`src/rtl/pfe_pkg.sv`:
```
package pfe_pkg;

  // Control register layout
  localparam int CFG_W       = 8;
  localparam int CFG_EN_BIT  = 5;
  localparam int CFG_PW_BIT  = 0;
  localparam logic [CFG_W-1:0] CFG_RESET = 8'h20;

  // Strobes from control to datapath
  typedef struct packed {
    logic startFetch;  // begin a flash read this cycle
    logic useNext;     // 1: read pair after buffer, 0: read requested pair
    logic loadBuf;     // flash data lands in the buffer at this edge
    logic dropBuf;     // invalidate buffer after delivery (unbuffered mode)
  } pfeStrobes_t;

endpackage

```
`src/rtl/pfe_cfg_reg.sv`:
```
module pfe_cfg_reg
  import pfe_pkg::*;
(
  input  logic             clk,
  input  logic             rstN,
  input  logic             cfgWrEn,
  input  logic [CFG_W-1:0] cfgWrData,
  output logic [CFG_W-1:0] cfgRdData,
  output logic             prefetchEn,
  output logic             pairWrite
);

  logic enReg;
  logic pwReg;
  logic unusedCfgBits;

  assign unusedCfgBits = ^{cfgWrData[7:6], cfgWrData[4:1]};

  always_ff @(posedge clk) begin
    if (!rstN) begin
      enReg <= CFG_RESET[CFG_EN_BIT];
      pwReg <= CFG_RESET[CFG_PW_BIT];
    end else if (cfgWrEn) begin
      enReg <= cfgWrData[CFG_EN_BIT];
      pwReg <= cfgWrData[CFG_PW_BIT];
    end
  end

  always_comb begin
    cfgRdData             = '0;
    cfgRdData[CFG_EN_BIT] = enReg;
    cfgRdData[CFG_PW_BIT] = pwReg;
  end

  assign prefetchEn = enReg;
  assign pairWrite  = pwReg;

  // a write lands in the two live bits on the next cycle
  p_cfg_write_r2: assert property (@(posedge clk) disable iff (!rstN)
    cfgWrEn |=> (cfgRdData[CFG_EN_BIT] == $past(cfgWrData[CFG_EN_BIT])) &&
                (cfgRdData[CFG_PW_BIT] == $past(cfgWrData[CFG_PW_BIT])));

  // without a write the register holds
  p_cfg_hold_r2: assert property (@(posedge clk) disable iff (!rstN)
    !cfgWrEn |=> $stable(cfgRdData));

endmodule

```
`src/rtl/pfe_ctrl.sv`:
```
module pfe_ctrl
  import pfe_pkg::*;
(
  input  logic        clk,
  input  logic        rstN,
  input  logic        reqValid,
  input  logic        reqOdd,
  input  logic        hit,
  input  logic        fetchMatch,
  input  logic        prefetchEn,
  input  logic        slowRead,
  output pfeStrobes_t strobes,
  output logic        flRead,
  output logic        busy
);

  logic missNow;
  logic busyKeep;
  logic pfTrig;

  always_comb begin
    missNow  = reqValid && !hit;
    // a second read cycle continues unless a branch wants another pair
    busyKeep = busy && !(missNow && !fetchMatch);
    // fast reads prefetch when the high byte is consumed, slow reads on any hit
    pfTrig   = prefetchEn && reqValid && hit && (slowRead || reqOdd);

    strobes.startFetch = !busyKeep && (missNow || pfTrig);
    strobes.useNext    = !missNow;
    strobes.loadBuf    = busyKeep || (strobes.startFetch && !slowRead);
    strobes.dropBuf    = !prefetchEn && reqValid && hit;
    flRead             = strobes.startFetch || busyKeep;
  end

  always_ff @(posedge clk) begin
    if (!rstN) busy <= 1'b0;
    else       busy <= strobes.startFetch && slowRead;
  end

  // a miss on the pair already in flight rides the running read
  p_keep_on_match_r7: assert property (@(posedge clk) disable iff (!rstN)
    (busy && reqValid && !hit && fetchMatch) |-> (flRead && !strobes.startFetch));

  // with prefetch off, reads are only ever started by a miss
  p_no_prefetch_when_off_r9: assert property (@(posedge clk) disable iff (!rstN)
    (!prefetchEn && strobes.startFetch) |-> (reqValid && !hit));

endmodule

```
`src/rtl/pfe_datapath.sv`:
```
module pfe_datapath
  import pfe_pkg::*;
#(
  parameter int ADDR_W = 10
) (
  input  logic              clk,
  input  logic              rstN,
  input  pfeStrobes_t       strobes,
  input  logic              reqValid,
  input  logic [ADDR_W-1:0] reqAddr,
  input  logic [15:0]       flData,
  output logic              hit,
  output logic              fetchMatch,
  output logic              rspValid,
  output logic [7:0]        rspData,
  output logic [ADDR_W-2:0] flAddr
);

  localparam int PAIR_W = ADDR_W - 1;

  logic              bufValid;
  logic [PAIR_W-1:0] bufBase;
  logic [15:0]       bufData;
  logic [PAIR_W-1:0] fetchBase;
  logic [PAIR_W-1:0] reqPair;
  logic [PAIR_W-1:0] newPair;

  always_comb begin
    reqPair    = reqAddr[ADDR_W-1:1];
    newPair    = strobes.useNext ? (bufBase + PAIR_W'(1)) : reqPair;
    flAddr     = strobes.startFetch ? newPair : fetchBase;
    hit        = bufValid && (bufBase == reqPair);
    fetchMatch = (fetchBase == reqPair);
    rspValid   = reqValid && hit;
    rspData    = reqAddr[0] ? bufData[15:8] : bufData[7:0];
  end

  always_ff @(posedge clk) begin
    if (!rstN) begin
      bufValid  <= 1'b0;
      bufBase   <= '0;
      bufData   <= '0;
      fetchBase <= '0;
    end else begin
      if (strobes.startFetch) fetchBase <= newPair;
      if (strobes.loadBuf) begin
        bufValid <= 1'b1;
        bufBase  <= flAddr;
        bufData  <= flData;
      end else if (strobes.dropBuf) begin
        bufValid <= 1'b0;
      end
    end
  end

  // a buffer reload is visible as the requested pair on the next cycle
  p_load_lands_r10: assert property (@(posedge clk) disable iff (!rstN)
    strobes.loadBuf |=> (bufValid && bufBase == $past(flAddr)));

endmodule

```
`src/rtl/prefetch_engine.sv`:
```
module prefetch_engine
  import pfe_pkg::*;
#(
  parameter int ADDR_W = 10
) (
  input  logic              clk,
  input  logic              rstN,
  input  logic              reqValid,
  input  logic [ADDR_W-1:0] reqAddr,
  output logic              rspValid,
  output logic [7:0]        rspData,
  output logic              flRead,
  output logic [ADDR_W-2:0] flAddr,
  input  logic [15:0]       flData,
  input  logic              slowRead,
  input  logic              cfgWrEn,
  input  logic [7:0]        cfgWrData,
  output logic [7:0]        cfgRdData,
  output logic              pairWrite
);

  pfeStrobes_t strobes;
  logic        prefetchEn;
  logic        hit;
  logic        fetchMatch;
  logic        busy;

  pfe_cfg_reg u_cfg (
    .clk       (clk),
    .rstN      (rstN),
    .cfgWrEn   (cfgWrEn),
    .cfgWrData (cfgWrData),
    .cfgRdData (cfgRdData),
    .prefetchEn(prefetchEn),
    .pairWrite (pairWrite)
  );

  pfe_ctrl u_ctrl (
    .clk       (clk),
    .rstN      (rstN),
    .reqValid  (reqValid),
    .reqOdd    (reqAddr[0]),
    .hit       (hit),
    .fetchMatch(fetchMatch),
    .prefetchEn(prefetchEn),
    .slowRead  (slowRead),
    .strobes   (strobes),
    .flRead    (flRead),
    .busy      (busy)
  );

  pfe_datapath #(.ADDR_W(ADDR_W)) u_dp (
    .clk       (clk),
    .rstN      (rstN),
    .strobes   (strobes),
    .reqValid  (reqValid),
    .reqAddr   (reqAddr),
    .flData    (flData),
    .hit       (hit),
    .fetchMatch(fetchMatch),
    .rspValid  (rspValid),
    .rspData   (rspData),
    .flAddr    (flAddr)
  );

  // Stall window checker: consecutive unanswered cycles on one address
  logic [1:0]        stallCnt;
  logic [ADDR_W-1:0] prevAddr;

  always_ff @(posedge clk) begin
    if (!rstN) begin
      stallCnt <= '0;
      prevAddr <= '0;
    end else begin
      prevAddr <= reqAddr;
      if (reqValid && !rspValid) begin
        if (stallCnt != 2'd0 && reqAddr == prevAddr)
          stallCnt <= (stallCnt == 2'd3) ? 2'd3 : stallCnt + 2'd1;
        else
          stallCnt <= 2'd1;
      end else begin
        stallCnt <= 2'd0;
      end
    end
  end

  // never more than two stall cycles on a held request
  p_stall_bound_r7: assert property (@(posedge clk) disable iff (!rstN)
    stallCnt != 2'd3);

  // the second cycle of a slow read keeps the flash address
  p_flash_hold_r5: assert property (@(posedge clk) disable iff (!rstN)
    (busy && $stable(reqAddr)) |-> (flRead && $stable(flAddr)));

  // latency select stays put while prefetch is running
  p_latency_steady_r5: assert property (@(posedge clk) disable iff (!rstN)
    (prefetchEn && $past(prefetchEn)) |-> $stable(slowRead));

endmodule

```
`config.mk`:
```
export PLATFORM = sky130hd
export DESIGN_NAME = prefetch_engine
export DESIGN_NICKNAME = d
export VERILOG_FILES = /design/src/rtl/pfe_pkg.sv /design/src/rtl/pfe_cfg_reg.sv /design/src/rtl/pfe_ctrl.sv /design/src/rtl/pfe_datapath.sv /design/src/rtl/prefetch_engine.sv
export SDC_FILE = /design/constraint.sdc
export NUM_CORES = 1
export LEC_CHECK = 0
export ABC_AREA = 1
export BUFFER_PORTS_ARGS = -buffer_cell sky130_fd_sc_hd__buf_2
export CELL_PAD_IN_SITES_DETAIL_PLACEMENT = 1
export CELL_PAD_IN_SITES_GLOBAL_PLACEMENT = 1
export CORE_MARGIN = 4
export CORE_UTILIZATION = 38
export DETAILED_ROUTE_END_ITERATION = 10
export GPL_ROUTABILITY_DRIVEN = 0
export PLACE_DENSITY_LB_ADDON = 0.2
export SETUP_SLACK_MARGIN = 0.4
export SYNTH_ARGS = -nofsm -noshare
export SYNTH_HDL_FRONTEND = slang
export SYNTH_SLANG_ARGS = --single-unit
```
`constraint.sdc`:
```
create_clock -name clk -period 4.14 [get_ports clk]
set_input_delay 0.207 -clock clk [delete_from_list [all_inputs] [get_ports clk]]
set_output_delay 0.207 -clock clk [all_outputs]
set_load 0.02 [all_outputs]
```
==> Yosys cells after proc, flatten, opt, wreduce, memory -nomap -nowiden <==
Cells that the tools add are included.
{ "totals": {"ff_bits": 38, "output_inout_bits": 28} }
{ "op_classes": {"n_addsub": 1, "eq_ne": 2, "n_mux": 5, "n_reduce_logical": 24} }
{ "op_table": {"columns": ["op", "n"], "rows": [
  ["== test 9 bit", 2],
  ["2-to-1 mux 9 bit", 2],
  ["logical AND 1 bit", 13],
  ["adder 9 x 1 -> 9 bit, second input constant", 1],
  ["2-to-1 mux 8 bit", 1],
  ["logical NOT 1 bit", 6],
  ["logical OR 1 bit", 4],
  ["2-to-1 mux 1 bit", 2],
  ["nonzero test 2 bit", 1]
]} }

==> Longest topological paths before layout <==
{ "logic_depth": {"word_depth": 12, "depth_mapped": 17, "ltp_nobuf": 14} }

==> Cells and area by module <==
A second synthesis with hierarchy kept.
{ "hier_totals": {"cells_unflattened": 325, "area_unflattened_um2": 2162.1} }
{ "by_module_without_submodules": {"columns": ["mod", "n_inst", "cells_each", "area_per_inst_um2", "seq_area_each_um2"], "rows": [
  ["pfe_datapath", 1, 284, 1910.6, 700.7],
  ["pfe_cfg_reg", 1, 20, 138.9, 40.0],
  ["pfe_ctrl", 1, 21, 112.6, 20.0]
]} }

==> Worst setup path before layout <==
No wires, ideal clock.
{ "synth_timing": {"path_type": "reg2out", "start": "register u_dp.bufBase[5]", "end": "output port flRead", "t_arrival_ns": 1.550, "setup_slack_ns": 2.383, "path_stages_with_launch": 12, "path_cell_list": "dfxtp_1 > buf_4 > inv_2 > nand2_1 > nand2_1 > nor2_1 > nand2_1 > nor2_2 > nand3_1 > and2_1 > buf_2 > or2_2"} }
{ "synth_via": {"elab_chain_cells": 10, "word_cells_on_any_way": 13} }
{ "synth_rtl": {"columns": ["item", "line", "rtl"], "rows": [
  ["from (decl)", "pfe_datapath.sv:22", "logic [PAIR_W-1:0] bufBase;"],
  ["from (signal assigned)", "pfe_datapath.sv:48", "bufBase <= flAddr;"],
  ["== test 9 bit (*)", "pfe_datapath.sv:32", "hit = bufValid && (bufBase == reqPair);"],
  ["logical AND 1 bit (*)", "pfe_datapath.sv:32", null],
  ["logical NOT 1 bit", "pfe_ctrl.sv:22", "missNow = reqValid && !hit;"],
  ["logical AND 1 bit", "pfe_ctrl.sv:22", null],
  ["logical AND 1 bit", "pfe_ctrl.sv:24", "busyKeep = busy && !(missNow && !fetchMatch);"],
  ["logical NOT 1 bit", "pfe_ctrl.sv:24", null],
  ["logical AND 1 bit", "pfe_ctrl.sv:24", null],
  ["logical NOT 1 bit", "pfe_ctrl.sv:28", "strobes.startFetch = !busyKeep && (missNow || pfTrig);"],
  ["logical AND 1 bit", "pfe_ctrl.sv:28", null],
  ["logical OR 1 bit (*)", "pfe_ctrl.sv:32", "flRead = strobes.startFetch || busyKeep;"],
  ["to (decl)", "prefetch_engine.sv:12", "output logic flRead,"]
]} }
Every way passes the cells marked *; elsewhere a longest branch is shown, timed or not.

==> Worst setup path after layout <==
{ "layout_timing": {"start": "register u_dp.bufBase[5]", "end": "output port flAddr[7]"} }
{ "layout_via": {"elab_chain_cells": 10, "word_cells_on_any_way": 15} }
{ "layout_rtl": {"columns": ["item", "line", "rtl"], "rows": [
  ["branches (longest 9 deep; another with adder 9 x 1 -> 9 bit)", null, null],
  ["2-to-1 mux 9 bit (*)", null, null],
  ["to (decl)", "prefetch_engine.sv:13", "output logic [ADDR_W-2:0] flAddr,"]
]} }
Mark *: on every way between the ends.

==> run summary <==
Most frequent CP cell: nand2_1
Final core utilization: 46.03%
Max Slew Vio Count: 0
Final min period: 2706 ps
Slew @ Worst Pin: 568.9 ps
Final Net Count: 434
Peak supply drop: 0.0001268 V
Total negative slack: 0 ps
Routed Antenna Nets: 0
Top cells by count, synth: nand2_1 (92), nand3_1 (43), nor2_1 (40)
Cell Area, Synth: 0.002283 mm²
Fmax: 0.3695 GHz
Maximum net fanout on the critical path: 20
I/O Buffers: 54
RSZ-0062 raised after global routing: no
Initial antenna violation count: 0
Most area-hungry cell type in the Yosys netlist: dfxtp_1
Switching Share: 33.15%
Final hold violations: 0
DIE HEIGHT: 85.52 µm
Layout cells sized above 1: 21.52%
CP endpoint kind: primary output
EDFF count, synth: 0
Number of global-route vias before repair: 2310
CORE AREA: 0.005675 mm²
Area occupied by multi-input gates: 0.001234 mm²
Post-CTS Setup Repair Bufs: 0
Clock Path Buffers: 2
H-tree depth: 2
Clock Sinks: 38
Root buffer cell: clkbuf_8
FILL cells: 802
Clock Power Share: 29.6%
Largest net degree at the start of global routing: 30
Max Cap Viol: 0
Yosys warnings: 0
Vias per Instance: 4.859
Number of diodes: 0
CTS hold repair buffers: 0
Gr usage total: 17.87%
Final period util: 65.36%
Post-synthesis cell type count: 32
Share of the synthesized area in the top cell type: 33.32%
Top post-synthesis cells by area: dfxtp_1 (33%), nand2_1 (15%), nand3_1 (9.4%), nor2_1 (6.6%), inv_1 (5.1%)
First-pass GRT wire length: 10.53 mm
Internal power: 583.8 µW
Die X: 85.52 µm
Initial core utilization: 40.23%
Sequential share of the synthesized area: 33.32%
Vias: 2269
Hold crit path type: primary input to flop
Crit path launch type: flop
TritonRoute pass-1 iters: 4
Critical path's slowest cell: dfxtp_1
Final Skew: 6.574 ps
Internal reg-to-reg setup slack: 1760 ps
Overflow after GRT: 0
Final Power: 873.2 µW
Clk Latency, worst-skew pair: 290 ps
Avg Synthesized Cell Area: 6.543 µm²
Outcome: complete, no violations
Primary FF master, synth: dfxtp_1
DRT iter0 DRCs: 106
Largest stage delay on the critical path: 480 ps
Worst Path Required: 3930 ps
Relative slew slack: 62.07%
Register area: 760.7 µm²
Cts bufs inserted: 5
CTS tree: done
Clk slew on worst S/H paths: 80 ps
FFs w/ async S/R, synth: 0%
Rows: 27
Lkg Pwr: 0.001439 µW
DRC violations left: 0
Combinational share of power: 23.3%
Mapped Cells: 349
P_sw: 289.5 µW
Final WL: 6.491 mm
Power share of the sequential group: 47.1%
Pwr per Cell Area: 334.3 mW/mm²
Count leader, synth: nand2_1
CP arrival: 2500 ps
CP Class: flop to primary output
Post-DP HPWL: 4.710 mm
Drt wl/cell: 13.90 µm
Io pins: 67
Post-CTS Resized: 0
Layout Area Growth over Synthesis: 14.41%
Endpoints failing setup: 0
Synthesized flop and latch total: 38
Die area: 0.007314 mm²
Cell Chain, Critical Path: inv_2 > nand2_1 > nand2_1 > nor2_1 > nand2_1 > nor2_2 > nand2_2 > nand3_2 > nand2_2 > nand2_4 > nand2_1 > nand2_1 > buf_2
[final timing paths]
path,cells past startpoint,start,endpoint
worst max-delay path,13,u_dp.bufBase[5]$_SDFFE_PN0P_,flAddr[7]
worst max register to register,13,u_dp.bufBase[5]$_SDFFE_PN0P_,u_dp.bufData[9]$_SDFFE_PN0P_
worst min-delay path,3,flData[0],u_dp.bufData[0]$_SDFFE_PN0P_
worst min register to register,2,u_dp.bufData[14]$_SDFFE_PN0P_,u_dp.bufData[14]$_SDFFE_PN0P_
[per-stage QoR]
step           worst slack, ps  hold slack [ps]  instances  cell area [µm²]
6_report                  1434            138.0        467             2613
5_1_grt                   1176            128.4        467             2613
4_1_cts                   1402            129.8        467             2613
3_5_place_dp              1739            435.7        459             2522
3_3_place_gp              1780            427.2        459             2522
2_1_floorplan             2383            329.1        354             2302
[area by class of cell]
class | instances | share of cell area, %
Multi-Input combinational cell | 251 | 47.22
Sequential cell | 38 | 29.12
Timing Repair Buffer | 54 | 10.34
Inverter | 44 | 6.418
Tap cell | 72 | 3.448
Clock buffer | 5 | 2.634
Clock inverter | 3 | 0.8142
[registers in the layout, summed over array words and instances, names as in the netlist]
name	flops
u_dp.fetchBase	9
u_cfg.prefetchEn	1
u_dp.bufValid	1
u_dp.bufData	16
u_dp.bufBase	9
u_ctrl.busy	1
u_cfg.pairWrite	1
[worst max-delay path, delay by kind of cell, from the launching register on]
kind / cells / cell delay (ps)
flops: 1 / 480
buf+inv: 2 / 230
simple gates: 11 / 1490
[placed cells by master (no fill, tap or decap), drive strengths merged, types with 3 or more instances in the layout]
master | synthesis | routed
nor2 | 41 | 41
dfxtp | 38 | 38
nand3 | 46 | 46
nand2 | 96 | 96
mux2 | 8 | 8
o21ai | 21 | 21
clkinv | 9 | 11
xor2 | 9 | 9
inv | 35 | 35
conb | 1 | 6
xnor2 | 3 | 3
nor3 | 4 | 4
clkbuf | 4 | 5
a21oi | 10 | 10
buf | 17 | 54
[cell families after synthesis]
group                    synth area share [%]
AND/OR/NAND/NOR                         36.77
buffers and inverters                   13.48
flip-flops                              33.32
AO/OA/AOI/OAI                           7.178
XOR/XNOR                                4.603
multiplexers                            3.945
adder cells (fa/ha/maj)                0.5479
other                                  0.1642
[metal layers]
layer / share of wire, % / global-route usage, % / vias up / wire length, µm
li1: - / - / 1165 / -
met1: 44 / 20.47 / 1057 / 2853
met2: 50 / 33.05 / 42 / 3263
met3: 5.0 / 4.707 / 5 / 326
met4: 0.74 / 3.885 / 0 / 48
met5: 0 / 0 / - / 0
[power groups by stage]
stage | clock [µW] | sequential, µW | combinational (µW)
3_3_place_gp | 0 | 418 | 200
6_report | 258 | 411 | 204
5_1_grt | 289 | 415 | 230
3_5_place_dp | 0 | 420 | 205
4_1_cts | 268 | 411 | 207
2_1_floorplan | 0 | 413 | 152
Note: power is estimated with default switching activity, not from simulation.
